`config.mk`:
```
export PLATFORM = sky130hd
export DESIGN_NAME = svag_top
export DESIGN_NICKNAME = d
export VERILOG_FILES = /design/src/rtl/svag_pkg.sv /design/src/rtl/svag_stride_reg.sv /design/src/rtl/svag_mode_dec.sv /design/src/rtl/svag_lane_gen.sv /design/src/rtl/svag_top.sv
export SDC_FILE = /design/constraint.sdc
export NUM_CORES = 1
export LEC_CHECK = 0
export BUFFER_PORTS_ARGS = -buffer_cell sky130_fd_sc_hd__buf_2
export CAP_MARGIN = 25
export CELL_PAD_IN_SITES_DETAIL_PLACEMENT = 0
export CELL_PAD_IN_SITES_GLOBAL_PLACEMENT = 1
export CORE_UTILIZATION = 43
export DETAILED_ROUTE_END_ITERATION = 8
export HOLD_SLACK_MARGIN = 0.08
export PLACE_DENSITY_LB_ADDON = 0.1
export SETUP_SLACK_MARGIN = 0.3
export SYNTH_ARGS = -nofsm -noshare
export SYNTH_HDL_FRONTEND = slang
export SYNTH_SLANG_ARGS = --single-unit
export TNS_END_PERCENT = 100
```
`constraint.sdc`:
```
create_clock -name clk_i -period 4.9 [get_ports clk_i]
set_clock_uncertainty 0.1 [all_clocks]
set_input_delay 0.98 -clock clk_i [delete_from_list [all_inputs] [get_ports clk_i]]
set_output_delay 0.98 -clock clk_i [all_outputs]
set_load 0.005 [all_outputs]
```
`src/rtl/svag_pkg.sv`:
```
package svag_pkg;
  typedef enum logic [1:0] {
    MODE_NAS     = 2'd0,
    MODE_UNITFAM = 2'd1,
    MODE_STRIDED = 2'd2
  } mode_e;

  // index of lowest set bit; 0 for a zero input
  function automatic logic [4:0] low_bit_idx(input logic [31:0] v);
    logic [4:0] r;
    r = '0;
    for (int k = 31; k >= 0; k--) begin
      if (v[k]) r = 5'(k);
    end
    return r;
  endfunction
endpackage

```
`src/rtl/svag_stride_reg.sv`:
```
module svag_stride_reg #(
  parameter int STRIDE_W = 8
) (
  input  logic                clk_i,
  input  logic                rst_ni,
  input  logic                load_i,
  input  logic [STRIDE_W-1:0] val_i,
  output logic [STRIDE_W-1:0] stride_o
);
  always_ff @(posedge clk_i or negedge rst_ni) begin
    if (!rst_ni)     stride_o <= STRIDE_W'(1);
    else if (load_i) stride_o <= val_i;
  end
endmodule

```
`src/rtl/svag_mode_dec.sv`:
```
module svag_mode_dec
  import svag_pkg::*;
#(
  parameter int ADDR_W   = 16,
  parameter int STRIDE_W = 8,
  parameter int LANE_LOG = 3,
  parameter int FAM_W    = 3
) (
  input  logic [ADDR_W-1:0]   base_i,
  input  logic [STRIDE_W-1:0] stride_i,
  input  logic                use_stride_i,
  input  logic                use_family_i,
  output logic [ADDR_W-1:0]   start_o,
  output logic [ADDR_W-1:0]   step_o,
  output logic [FAM_W-1:0]    fam_o,
  output logic                nas_o,
  output logic                illegal_o
);
  mode_e             mode;
  logic [FAM_W-1:0]  fam_reg;
  logic [4:0]        low_idx;

  assign low_idx = low_bit_idx(32'(stride_i));
  assign fam_reg = low_idx[FAM_W-1:0];

  always_comb begin
    if (use_stride_i)      mode = MODE_STRIDED;
    else if (use_family_i) mode = MODE_UNITFAM;
    else                   mode = MODE_NAS;
  end

  always_comb begin
    start_o   = base_i;
    step_o    = ADDR_W'(1);
    fam_o     = fam_reg;
    nas_o     = 1'b0;
    illegal_o = 1'b0;
    unique case (mode)
      MODE_STRIDED: begin
        step_o    = ADDR_W'(stride_i);
        illegal_o = (stride_i == '0);
      end
      MODE_UNITFAM: illegal_o = (stride_i == '0);
      default: begin
        start_o = {base_i[ADDR_W-1:LANE_LOG], {LANE_LOG{1'b0}}};
        fam_o   = '0;
        nas_o   = 1'b1;
      end
    endcase
  end
endmodule

```
`src/rtl/svag_lane_gen.sv`:
```
module svag_lane_gen #(
  parameter int ADDR_W = 16,
  parameter int LANES  = 8
) (
  input  logic [ADDR_W-1:0]       start_i,
  input  logic [ADDR_W-1:0]       step_i,
  output logic [LANES*ADDR_W-1:0] addr_o
);
  for (genvar g = 0; g < LANES; g++) begin : g_lane
    logic [ADDR_W-1:0] ofs;
    assign ofs = ADDR_W'(step_i * ADDR_W'(g));
    assign addr_o[g*ADDR_W +: ADDR_W] = start_i + ofs;
  end
endmodule

```
`src/rtl/svag_top.sv`:
```
module svag_top #(
  parameter int ADDR_W   = 16,
  parameter int STRIDE_W = 8,
  parameter int LANES    = 8,
  parameter int LANE_LOG = $clog2(LANES),
  parameter int FAM_W    = $clog2(STRIDE_W)
) (
  input  logic                    clk_i,
  input  logic                    rst_ni,
  input  logic                    set_stride_i,
  input  logic [STRIDE_W-1:0]     stride_val_i,
  input  logic                    req_i,
  input  logic [ADDR_W-1:0]       base_i,
  input  logic                    use_stride_i,
  input  logic                    use_family_i,
  input  logic                    we_i,
  input  logic [LANES-1:0]        mask_i,
  output logic                    valid_o,
  output logic                    illegal_o,
  output logic [LANES*ADDR_W-1:0] addr_o,
  output logic [FAM_W-1:0]        fam_o,
  output logic                    nas_o,
  output logic [LANES-1:0]        wmask_o
);
  logic [STRIDE_W-1:0]     stride_q;
  logic [ADDR_W-1:0]       start_d, step_d;
  logic [FAM_W-1:0]        fam_d;
  logic                    nas_d, bad_d;
  logic [LANES*ADDR_W-1:0] addr_d;
  logic                    accept;

  svag_stride_reg #(.STRIDE_W(STRIDE_W)) stride_reg_i (
    .clk_i   (clk_i),
    .rst_ni  (rst_ni),
    .load_i  (set_stride_i),
    .val_i   (stride_val_i),
    .stride_o(stride_q)
  );

  svag_mode_dec #(
    .ADDR_W(ADDR_W), .STRIDE_W(STRIDE_W), .LANE_LOG(LANE_LOG), .FAM_W(FAM_W)
  ) mode_dec_i (
    .base_i      (base_i),
    .stride_i    (stride_q),
    .use_stride_i(use_stride_i),
    .use_family_i(use_family_i),
    .start_o     (start_d),
    .step_o      (step_d),
    .fam_o       (fam_d),
    .nas_o       (nas_d),
    .illegal_o   (bad_d)
  );

  svag_lane_gen #(.ADDR_W(ADDR_W), .LANES(LANES)) lane_gen_i (
    .start_i(start_d),
    .step_i (step_d),
    .addr_o (addr_d)
  );

  assign accept = req_i && !bad_d;

  always_ff @(posedge clk_i or negedge rst_ni) begin
    if (!rst_ni) begin
      valid_o   <= 1'b0;
      illegal_o <= 1'b0;
    end else begin
      valid_o   <= accept;
      illegal_o <= req_i && bad_d;
    end
  end

  always_ff @(posedge clk_i or negedge rst_ni) begin
    if (!rst_ni) begin
      addr_o  <= '0;
      fam_o   <= '0;
      nas_o   <= 1'b0;
      wmask_o <= '0;
    end else if (accept) begin
      addr_o  <= addr_d;
      fam_o   <= fam_d;
      nas_o   <= nas_d;
      wmask_o <= we_i ? mask_i : '0;
    end
  end
endmodule

```
==> flow_metrics.env, run 1 <==
export IMPL_grt_pass1_wl_um=48780
export IMPL_place_area_um2=11310
export IMPL_floorplan_rows=55
export IMPL_synth_simple_gate_area_share=0.1644
export IMPL_num_antenna_cells=0
export IMPL_timing_setup_critical_path_class="primary input to register"
export IMPL_clock_tree_from_tritoncts="done"
export IMPL_highest_utilization_routing_layer_at_the_global_route_stage="met2"
export IMPL_worst_slew_margin_rel=0.3920
export IMPL_setup_tns_ps=0
export IMPL_synth_top_family_by_area="compound AO/OA/AOI/OAI gates"
export IMPL_numCtsBuffers=17
export IMPL_worst_endpoint_required_ps=5090
export IMPL_synth_fa_ha_area_frac=0.1280
export IMPL_worst_hold_path_type="register to register"
export IMPL_clockBufferDepth=2
export IMPL_worst_setup_path_end_kind="register"
export IMPL_vias=9019
export IMPL_netlist_cell_type_count=77
export IMPL_wl_per_cell_um=18.63
export IMPL_finalWirelength_um=30660
export IMPL_clk_latency_ps=420
export IMPL_synth_sequential_area_ratio=0.3454
export IMPL_synth_edf_count=0
export IMPL_reg2regPathDepth=12
export IMPL_die_area_um2=24220
export IMPL_avgSynthCellArea_um2=8.680
export IMPL_final_antenna_net_count=0
export IMPL_number_of_antenna_violations_at_the_first_check_in_global_routing=0
export IMPL_setup_viol=0
export IMPL_critical_path_startpoint_type="primary input"
export IMPL_synth_top_cell_by_area="sky130_fd_sc_hd__dfrtp_1"
export IMPL_drive_above_1_share=0.2041
export IMPL_worst_ep_arrival_time_ps=4330
export IMPL_grt_met2_usage=0.4012
export IMPL_post_synth_mux_area_share=0.02848
export IMPL_initial_core_util=0.4428
export IMPL_worst_hold_path_num_cells=2
export IMPL_detailedPlacementHpwl_um=22600
export IMPL_gp_routability_congestion=0.9023
export IMPL_run_status="complete, no violations"
export IMPL_final_min_clock_period_ps=4137
export IMPL_syn_cell_area_um2=10150
export IMPL_floorplan_die_height_um=155.6
export IMPL_design_area_um2=11880
export IMPL_post_cts_hold_buffer_count=0
export IMPL_via_per_inst=5.479
export IMPL_ioPinCount=181
export IMPL_cts_root_buffer="sky130_fd_sc_hd__clkbuf_16"
export IMPL_tightest_slew_ps=910.7
export IMPL_cts_repair_timing_setup_buffer_count=0
export IMPL_ys_warnings_count=0
export IMPL_route_detailed_drc=0
export IMPL_grt_util_met3=0.04667
export IMPL_synthXorXnorAreaFrac=0.06547
export IMPL_synth_compound_area_frac=0.2028
export IMPL_fillerInstances=2260
export IMPL_grt_use_met1=0.3832
export IMPL_ys_seq_elements=140
export IMPL_htreeDepth=4
export IMPL_hold_ws_ps=360.8
export IMPL_clock_sinks=140
export IMPL_cp_max_fo=15
export IMPL_violation_count_after_the_first_detailed_route_iteration=685
export IMPL_grt_pass1_vias=8679
export IMPL_power_static_leakage_nw=5.813
export IMPL_largest_net_degree_at_the_start_of_global_routing=150
export IMPL_nets=1447
export IMPL_timing_final_hold_violations=0
export IMPL_drt_pass_1_iters=5
export IMPL_core_area_um2=22920
export IMPL_cellPowerDensity_nw_per_um2=370.2
export IMPL_drv_max_cap_violation_count=0
export IMPL_synth_largest_type_area_fraction=0.3428
export IMPL_syn_num_nets=1296
export IMPL_layout_area_overhead_vs_synth_pct=17.07
export IMPL_cts_resized=0
export IMPL_grtUsageTotal=0.2639
export IMPL_layout_worst_path_cycle_share=0.8444
export IMPL_i_o_buffers=180
export IMPL_die_width_um=155.6
export IMPL_synth_top_cells_by_area="sky130_fd_sc_hd__dfrtp_1 (34%), sky130_fd_sc_hd__ha_1 (8.3%), sky130_fd_sc_hd__nand2_1 (7.3%)"
export IMPL_finalMaxSlewViolations=0
export IMPL_cts_clk_slew_worst_paths_ps=70
export IMPL_post_synth_inst_count=1169
export IMPL_grt_ovfl_total=0
export IMPL_rsz_0062_raised_after_global_routing="false"
export IMPL_asyncSetResetFlopFracSynth=1.000
export IMPL_synthFlopType="sky130_fd_sc_hd__dfrtp_1"
export IMPL_vdd_ir_drop_worst_v=0.0001993
export IMPL_fmax_achieved_mhz=241.7
-- sequential cells by signal, indices dropped and copies added, names as in the netlist --
signal,cells
fam_o,3
illegal_o,1
stride_reg_i.stride_o,8
wmask_o,8
addr_o,118
valid_o,1
nas_o,1
-- cell usage in the layout (no fill, tap or decap), drive strengths merged, types with 8 or more instances in the layout --
cell type	instances
buf	214
or3	8
and3	13
a31oi	9
fa	21
o21ai	104
and2	20
nand2	198
ha	67
or4	8
clkbuf	19
nor3	14
o211ai	10
xor2	23
a21o	26
o21bai	9
a2111oi	9
dfrtp	139
inv	68
mux2i	21
nand3	38
a21oi	75
xnor2	52
nor2	38
o31ai	19
-- worst max-delay path, stage by stage --
cell	delay, ps
sky130_fd_sc_hd__buf_2	260
sky130_fd_sc_hd__nand2b_1	220
sky130_fd_sc_hd__ha_1	320
sky130_fd_sc_hd__or2_2	330
sky130_fd_sc_hd__a21oi_1	220
sky130_fd_sc_hd__nor2_1	70
sky130_fd_sc_hd__mux2i_1	170
sky130_fd_sc_hd__xnor2_1	140
sky130_fd_sc_hd__nor2_1	80
sky130_fd_sc_hd__ha_1	370
sky130_fd_sc_hd__and3_1	200
sky130_fd_sc_hd__nand3_1	70
sky130_fd_sc_hd__or3_1	340
sky130_fd_sc_hd__a31oi_1	250
sky130_fd_sc_hd__mux2i_1	230
sky130_fd_sc_hd__nand3_1	90
-- cell families after synthesis --
family / Yosys count
multiplexers: 28
adder cells (fa/ha/maj): 92
flip-flops: 140
AO/OA/AOI/OAI: 322
buffers and inverters: 145
XOR/XNOR: 75
AND/OR/NAND/NOR: 367
-- cells in the mapped netlist (all sizes together), types with 3 or more instances --
library cell / n
fa: 21
clkbuf: 31
xnor2: 52
a22oi: 4
o2111ai: 3
and2: 20
or3: 8
o21bai: 9
mux2i: 21
o21ai: 104
nor4: 6
nor3: 14
a31o: 4
inv: 62
mux2: 7
nor2b: 3
and3: 13
o211ai: 10
a2111oi: 9
nand3: 38
a21o: 26
nand4: 5
a211oi: 7
a41oi: 4
a41o: 4
xor2: 23
o31ai: 19
dfrtp: 139
o31a: 7
nor2: 38
a31oi: 9
o21a: 3
buf: 51
ha: 67
or4: 8
maj3: 4
a21oi: 75
or2: 7
nand2: 198
-- layout make-up --
type	count	area [µm²]	share of cell area
clock inverter	13	130.1	0.01095
tap	313	391.6	0.03297
multi-input combinational	884	5986	0.5039
clock buffer	19	442.9	0.03729
sequential	140	3505	0.2950
timing repair buffer	214	1187	0.09996
inverter	63	236.5	0.01991
-- final timing paths --
path | startpoint | to | slack, ps
setup / recovery | use_stride_i | addr_o[110] | 760
hold / removal | wmask_o[5] | wmask_o[5] | 360
setup reg to reg | stride_reg_i.stride_o[0] | addr_o[123] | 1010
hold reg to reg | wmask_o[5] | wmask_o[5] | 360
max in group asynchronous | rst_ni | addr_o[73] | 3580
min in group asynchronous | rst_ni | addr_o[112] | 540
-- power by group --
| group | switching (mW) | internal, mW | leakage [nW] |
|---|---|---|---|
| Clock | 0.564 | 0.724 | 0.273 |
| Sequential | 0.147 | 1.38 | 1.69 |
| Combinational | 0.901 | 0.682 | 3.85 |
-- metrics by stage --
stage / util / power [mW] / setup slack (ps) / std cells
final: 0.5184 / 4.397 / 762.5 / 1646
after global routing: 0.5184 / 4.699 / 434.0 / 1646
after CTS: 0.5184 / 4.436 / 799.4 / 1646
after detailed placement: 0.4934 / 3.125 / 360.7 / 1614
after global placement: 0.4934 / 3.117 / 448.9 / 1614
after floorplan: - / 2.531 / 341.8 / 1169
-- metal layers --
layer,vias to the layer above,routed length (µm)
met5,-,0
met4,0,526
met3,38,1656
met2,263,13560
met1,4303,14910
li1,4415,-
Note: power is estimated with default switching activity, not from simulation.
==> run 2: changes to the inputs <==
--- a/config.mk
+++ b/config.mk
@@ -5,11 +5,12 @@
 export SDC_FILE = /design/constraint.sdc
 export NUM_CORES = 1
 export LEC_CHECK = 0
+export ABC_AREA = 1
 export BUFFER_PORTS_ARGS = -buffer_cell sky130_fd_sc_hd__buf_2
 export CAP_MARGIN = 25
 export CELL_PAD_IN_SITES_DETAIL_PLACEMENT = 0
 export CELL_PAD_IN_SITES_GLOBAL_PLACEMENT = 1
-export CORE_UTILIZATION = 43
+export CORE_UTILIZATION = 41
 export DETAILED_ROUTE_END_ITERATION = 8
 export HOLD_SLACK_MARGIN = 0.08
 export PLACE_DENSITY_LB_ADDON = 0.1
==> constraint.sdc (replaced) <==
create_clock -name clk_i -period 3.9 [get_ports clk_i]
set_clock_uncertainty 0.1 [all_clocks]
set_input_delay 0.78 -clock clk_i [delete_from_list [all_inputs] [get_ports clk_i]]
set_output_delay 0.78 -clock clk_i [all_outputs]
set_load 0.005 [all_outputs]
==> run 2 against run 1 <==
Global-route usage rose by 1.1 points. Area after synthesis grew 0.84%. Sequential share of layout area shrank 1.4 points. Combinational power increased by 39%.
==> flow_metrics.env, run 2 <==
export IMPL_i_o_buffers=180
export IMPL_cp_max_fo=12
export IMPL_final_antenna_net_count=0
export IMPL_drt_pass_1_iters=6
export IMPL_violation_count_after_the_first_detailed_route_iteration=643
export IMPL_cellPowerDensity_nw_per_um2=463.0
export IMPL_setup_viol=0
export IMPL_largest_register="addr_o"
export IMPL_worst_path_max_delay_cell="sky130_fd_sc_hd__fa_1"
export IMPL_synth_top_cells_by_area="sky130_fd_sc_hd__dfrtp_1 (34%), sky130_fd_sc_hd__nand2_1 (18%), sky130_fd_sc_hd__ha_1 (8.2%)"
export IMPL_netlist_cell_type_count=39
export IMPL_wl_per_cell_um=16.86
export IMPL_number_of_antenna_violations_at_the_first_check_in_global_routing=1
export IMPL_worst_setup_path_end_kind="register"
export IMPL_grt_pass1_vias=9869
export IMPL_drive_above_1_share=0.1921
export IMPL_clockBufferDepth=2
export IMPL_nets=1803
export IMPL_tightest_slew_ps=966.6
export IMPL_ys_seq_elements=140
export IMPL_worst_slew_margin_rel=0.3532
export IMPL_critical_path_startpoint_type="primary input"
export IMPL_floorplan_die_height_um=160.0
export IMPL_clock_tree_from_tritoncts="done"
export IMPL_die_area_um2=25590
export IMPL_layout_cells_most_common_list="sky130_fd_sc_hd__nand2_1 (498), sky130_fd_sc_hd__buf_2 (179), sky130_fd_sc_hd__inv_1 (163)"
export IMPL_worst_endpoint_required_ps=4090
export IMPL_synth_top_cell_by_area="sky130_fd_sc_hd__dfrtp_1"
export IMPL_reg_largest_list="addr_o: 118 flops, stride_reg_i.stride_o: 8 flops, wmask_o: 8 flops"
export IMPL_grtUsageTotal=0.2748
export IMPL_grt_pass1_wl_um=54090
export IMPL_layout_worst_path_cycle_share=0.8610
export IMPL_initial_core_util=0.4195
export IMPL_cts_root_buffer="sky130_fd_sc_hd__clkbuf_16"
export IMPL_grt_ovfl_total=0
export IMPL_max_stage_delay_ps=410
export IMPL_detailedPlacementHpwl_um=27040
export IMPL_drv_max_cap_violation_count=0
export IMPL_layout_area_overhead_vs_synth_pct=21.73
export IMPL_synthMostInstantiatedCell="sky130_fd_sc_hd__nand2_1"
export IMPL_worstPathBufferInverterCount=6
export IMPL_vias=10080
export IMPL_setup_tns_ps=0
export IMPL_timing_critical_path_max_delay_family="adder cells"
export IMPL_route_detailed_drc=0
export IMPL_htreeDepth=4
export IMPL_cts_clk_slew_worst_paths_ps=60
export IMPL_finalWirelength_um=33910
export IMPL_design_area_um2=12460
export IMPL_clock_sinks=140
export IMPL_final_common_cell="sky130_fd_sc_hd__nand2_1"
export IMPL_timing_setup_critical_path_class="primary input to register"
export IMPL_post_synth_inst_count=1439
export IMPL_worst_hold_path_type="primary input to async pin"
export IMPL_floorplan_rows=57
export IMPL_finalMaxSlewViolations=0
export IMPL_synth_commonest_cells="sky130_fd_sc_hd__nand2_1 (498), sky130_fd_sc_hd__inv_1 (163), sky130_fd_sc_hd__nand3_1 (155)"
export IMPL_die_width_um=160.0
export IMPL_synth_sequential_area_ratio=0.3425
export IMPL_crit_top_cell="sky130_fd_sc_hd__nand2_1"
export IMPL_final_min_clock_period_ps=3358
export IMPL_largest_net_degree_at_the_start_of_global_routing=113
export IMPL_synth_edf_count=0
export IMPL_clk_latency_ps=430
export IMPL_gp_routability_congestion=0.9438
export IMPL_synth_largest_type_area_fraction=0.3399
export IMPL_ys_warnings_count=0
export IMPL_asyncSetResetFlopFracSynth=1.000
export IMPL_cts_repair_timing_setup_buffer_count=0
export IMPL_syn_cell_area_um2=10230
export IMPL_synthFlopType="sky130_fd_sc_hd__dfrtp_1"
export IMPL_vdd_ir_drop_worst_v=0.0002541
export IMPL_fillerInstances=2541
export IMPL_num_antenna_cells=0
export IMPL_largest_register_ffs=118
export IMPL_run_status="complete, no violations"
export IMPL_power_static_leakage_nw=6.986
export IMPL_syn_num_nets=1566
export IMPL_fmax_achieved_mhz=297.8
export IMPL_timing_final_hold_violations=0
export IMPL_core_area_um2=24390
export IMPL_place_area_um2=11880
export IMPL_worst_ep_arrival_time_ps=3550
export IMPL_ioPinCount=181
export IMPL_via_per_inst=5.013
export IMPL_avgSynthCellArea_um2=7.111
export IMPL_rsz_0062_raised_after_global_routing="false"
export IMPL_numCtsBuffers=17
export IMPL_crit_chain="buf_2 > buf_12 > nor2_2 > inv_2 > nand2_1 > fa_1 > inv_1 > ha_1 > inv_1 > fa_1 > inv_1 > nand3_1 > nand2_1 > nand4_1 > nand2_1 > a21oi_1 > o21ai_0 > nand2_1"
-- run 2: changes by cell type after synthesis, moves of 17 or more --
| cell | delta |
|---|---|
| sky130_fd_sc_hd__inv_1 | +102 |
| sky130_fd_sc_hd__clkbuf_1 | -23 |
| sky130_fd_sc_hd__nor2_1 | +62 |
| sky130_fd_sc_hd__mux2i_1 | -21 |
| sky130_fd_sc_hd__buf_2 | -17 |
| sky130_fd_sc_hd__o31ai_1 | -17 |
| sky130_fd_sc_hd__xnor2_1 | -43 |
| sky130_fd_sc_hd__a21oi_1 | -26 |
| sky130_fd_sc_hd__nand3_1 | +117 |
| sky130_fd_sc_hd__o21ai_0 | -36 |
| sky130_fd_sc_hd__a21o_1 | -18 |
| sky130_fd_sc_hd__nand2_1 | +300 |
-- run 2: timing repair --
action                     CTS  global route
setup endpoints to repair    0             3
gates resized for setup      0             2
hold buffers                 0             0
-- run 2: logic make-up (layout without fill, tap and decap cells) --
group                    after synthesis  count (layout)  share of synthesized area
XOR/XNOR                              26              26                    0.02225
buffers and inverters                212             460                    0.09318
AO/OA/AOI/OAI                        167             167                    0.08988
adder cells (fa/ha/maj)               88              88                     0.1230
AND/OR/NAND/NOR                      805             805                     0.3281
flip-flops                           140             140                     0.3425
multiplexers                           1               1                   0.001100
-- run 2: worst paths after layout --
path                                               start  cells after the start  slack (ps)          end
max in group asynchronous                         rst_ni                      2        2620   addr_o[73]
worst max-delay path                        use_stride_i                     18         540   addr_o[57]
worst min register to register                addr_o[66]                      2         370   addr_o[66]
min in group clk_i                            addr_o[66]                      2         370   addr_o[66]
worst min-delay path                              rst_ni                      1         240  addr_o[112]
worst max register to register  stride_reg_i.stride_o[5]                     14         720  addr_o[125]
-- run 2: report_power, final --
group          leakage [nW]  internal [mW]  switching, mW  total (mW)
clock network         0.268          0.940          0.708        1.65
logic                  5.04          0.887           1.30        2.19
registers              1.68           1.76          0.172        1.93
-- run 2: layout make-up --
class                   count  area (µm²)  share of cell area
repair buffers            263        1568              0.1259
well taps                 324       405.4             0.03255
flip-flops and latches    140        3505              0.2814
clock inverters            13       143.9             0.01155
clock buffers              17       425.4             0.03415
multi-input cells        1087        5779              0.4640
inverters                 167       629.4             0.05053
-- run 2: metrics by stage --
step                      utilization  power, mW  hold slack (ps)  cells  setup WS [ps]
after floorplan                     -      3.196            365.4   1439          381.0
after global placement         0.4871      4.135            349.3   1981          148.4
after detailed placement       0.4871      4.139            358.1   1981          143.2
after CTS                      0.5105      5.804            267.3   2011          574.4
after global routing           0.5107      6.163            292.1   2011          315.9
final                          0.5107      5.766            239.8   2011          542.0
-- run 2: worst reg2reg max path, cell delays in order (launching register included) --
cell and delay (ps):
sky130_fd_sc_hd__dfrtp_1 420, sky130_fd_sc_hd__nand2_2 170, sky130_fd_sc_hd__nand2_1 80, sky130_fd_sc_hd__nand2_1 100, sky130_fd_sc_hd__inv_1 80, sky130_fd_sc_hd__ha_1 340
sky130_fd_sc_hd__fa_1 500, sky130_fd_sc_hd__ha_1 360, sky130_fd_sc_hd__a21o_1 200, sky130_fd_sc_hd__o21ai_0 280, sky130_fd_sc_hd__nand3_1 110, sky130_fd_sc_hd__buf_4 180
sky130_fd_sc_hd__nand2_1 60, sky130_fd_sc_hd__nand2_1 50, sky130_fd_sc_hd__nand3_1 90
-- run 2: per-layer routing --
metal / GRT usage / up-vias / share of wire
li1: - / 5095 / -
met1: 0.3784 / 4666 / 0.47
met2: 0.4498 / 286 / 0.46
met3: 0.04208 / 35 / 0.051
met4: 0.07186 / 0 / 0.018
met5: 0 / - / 0
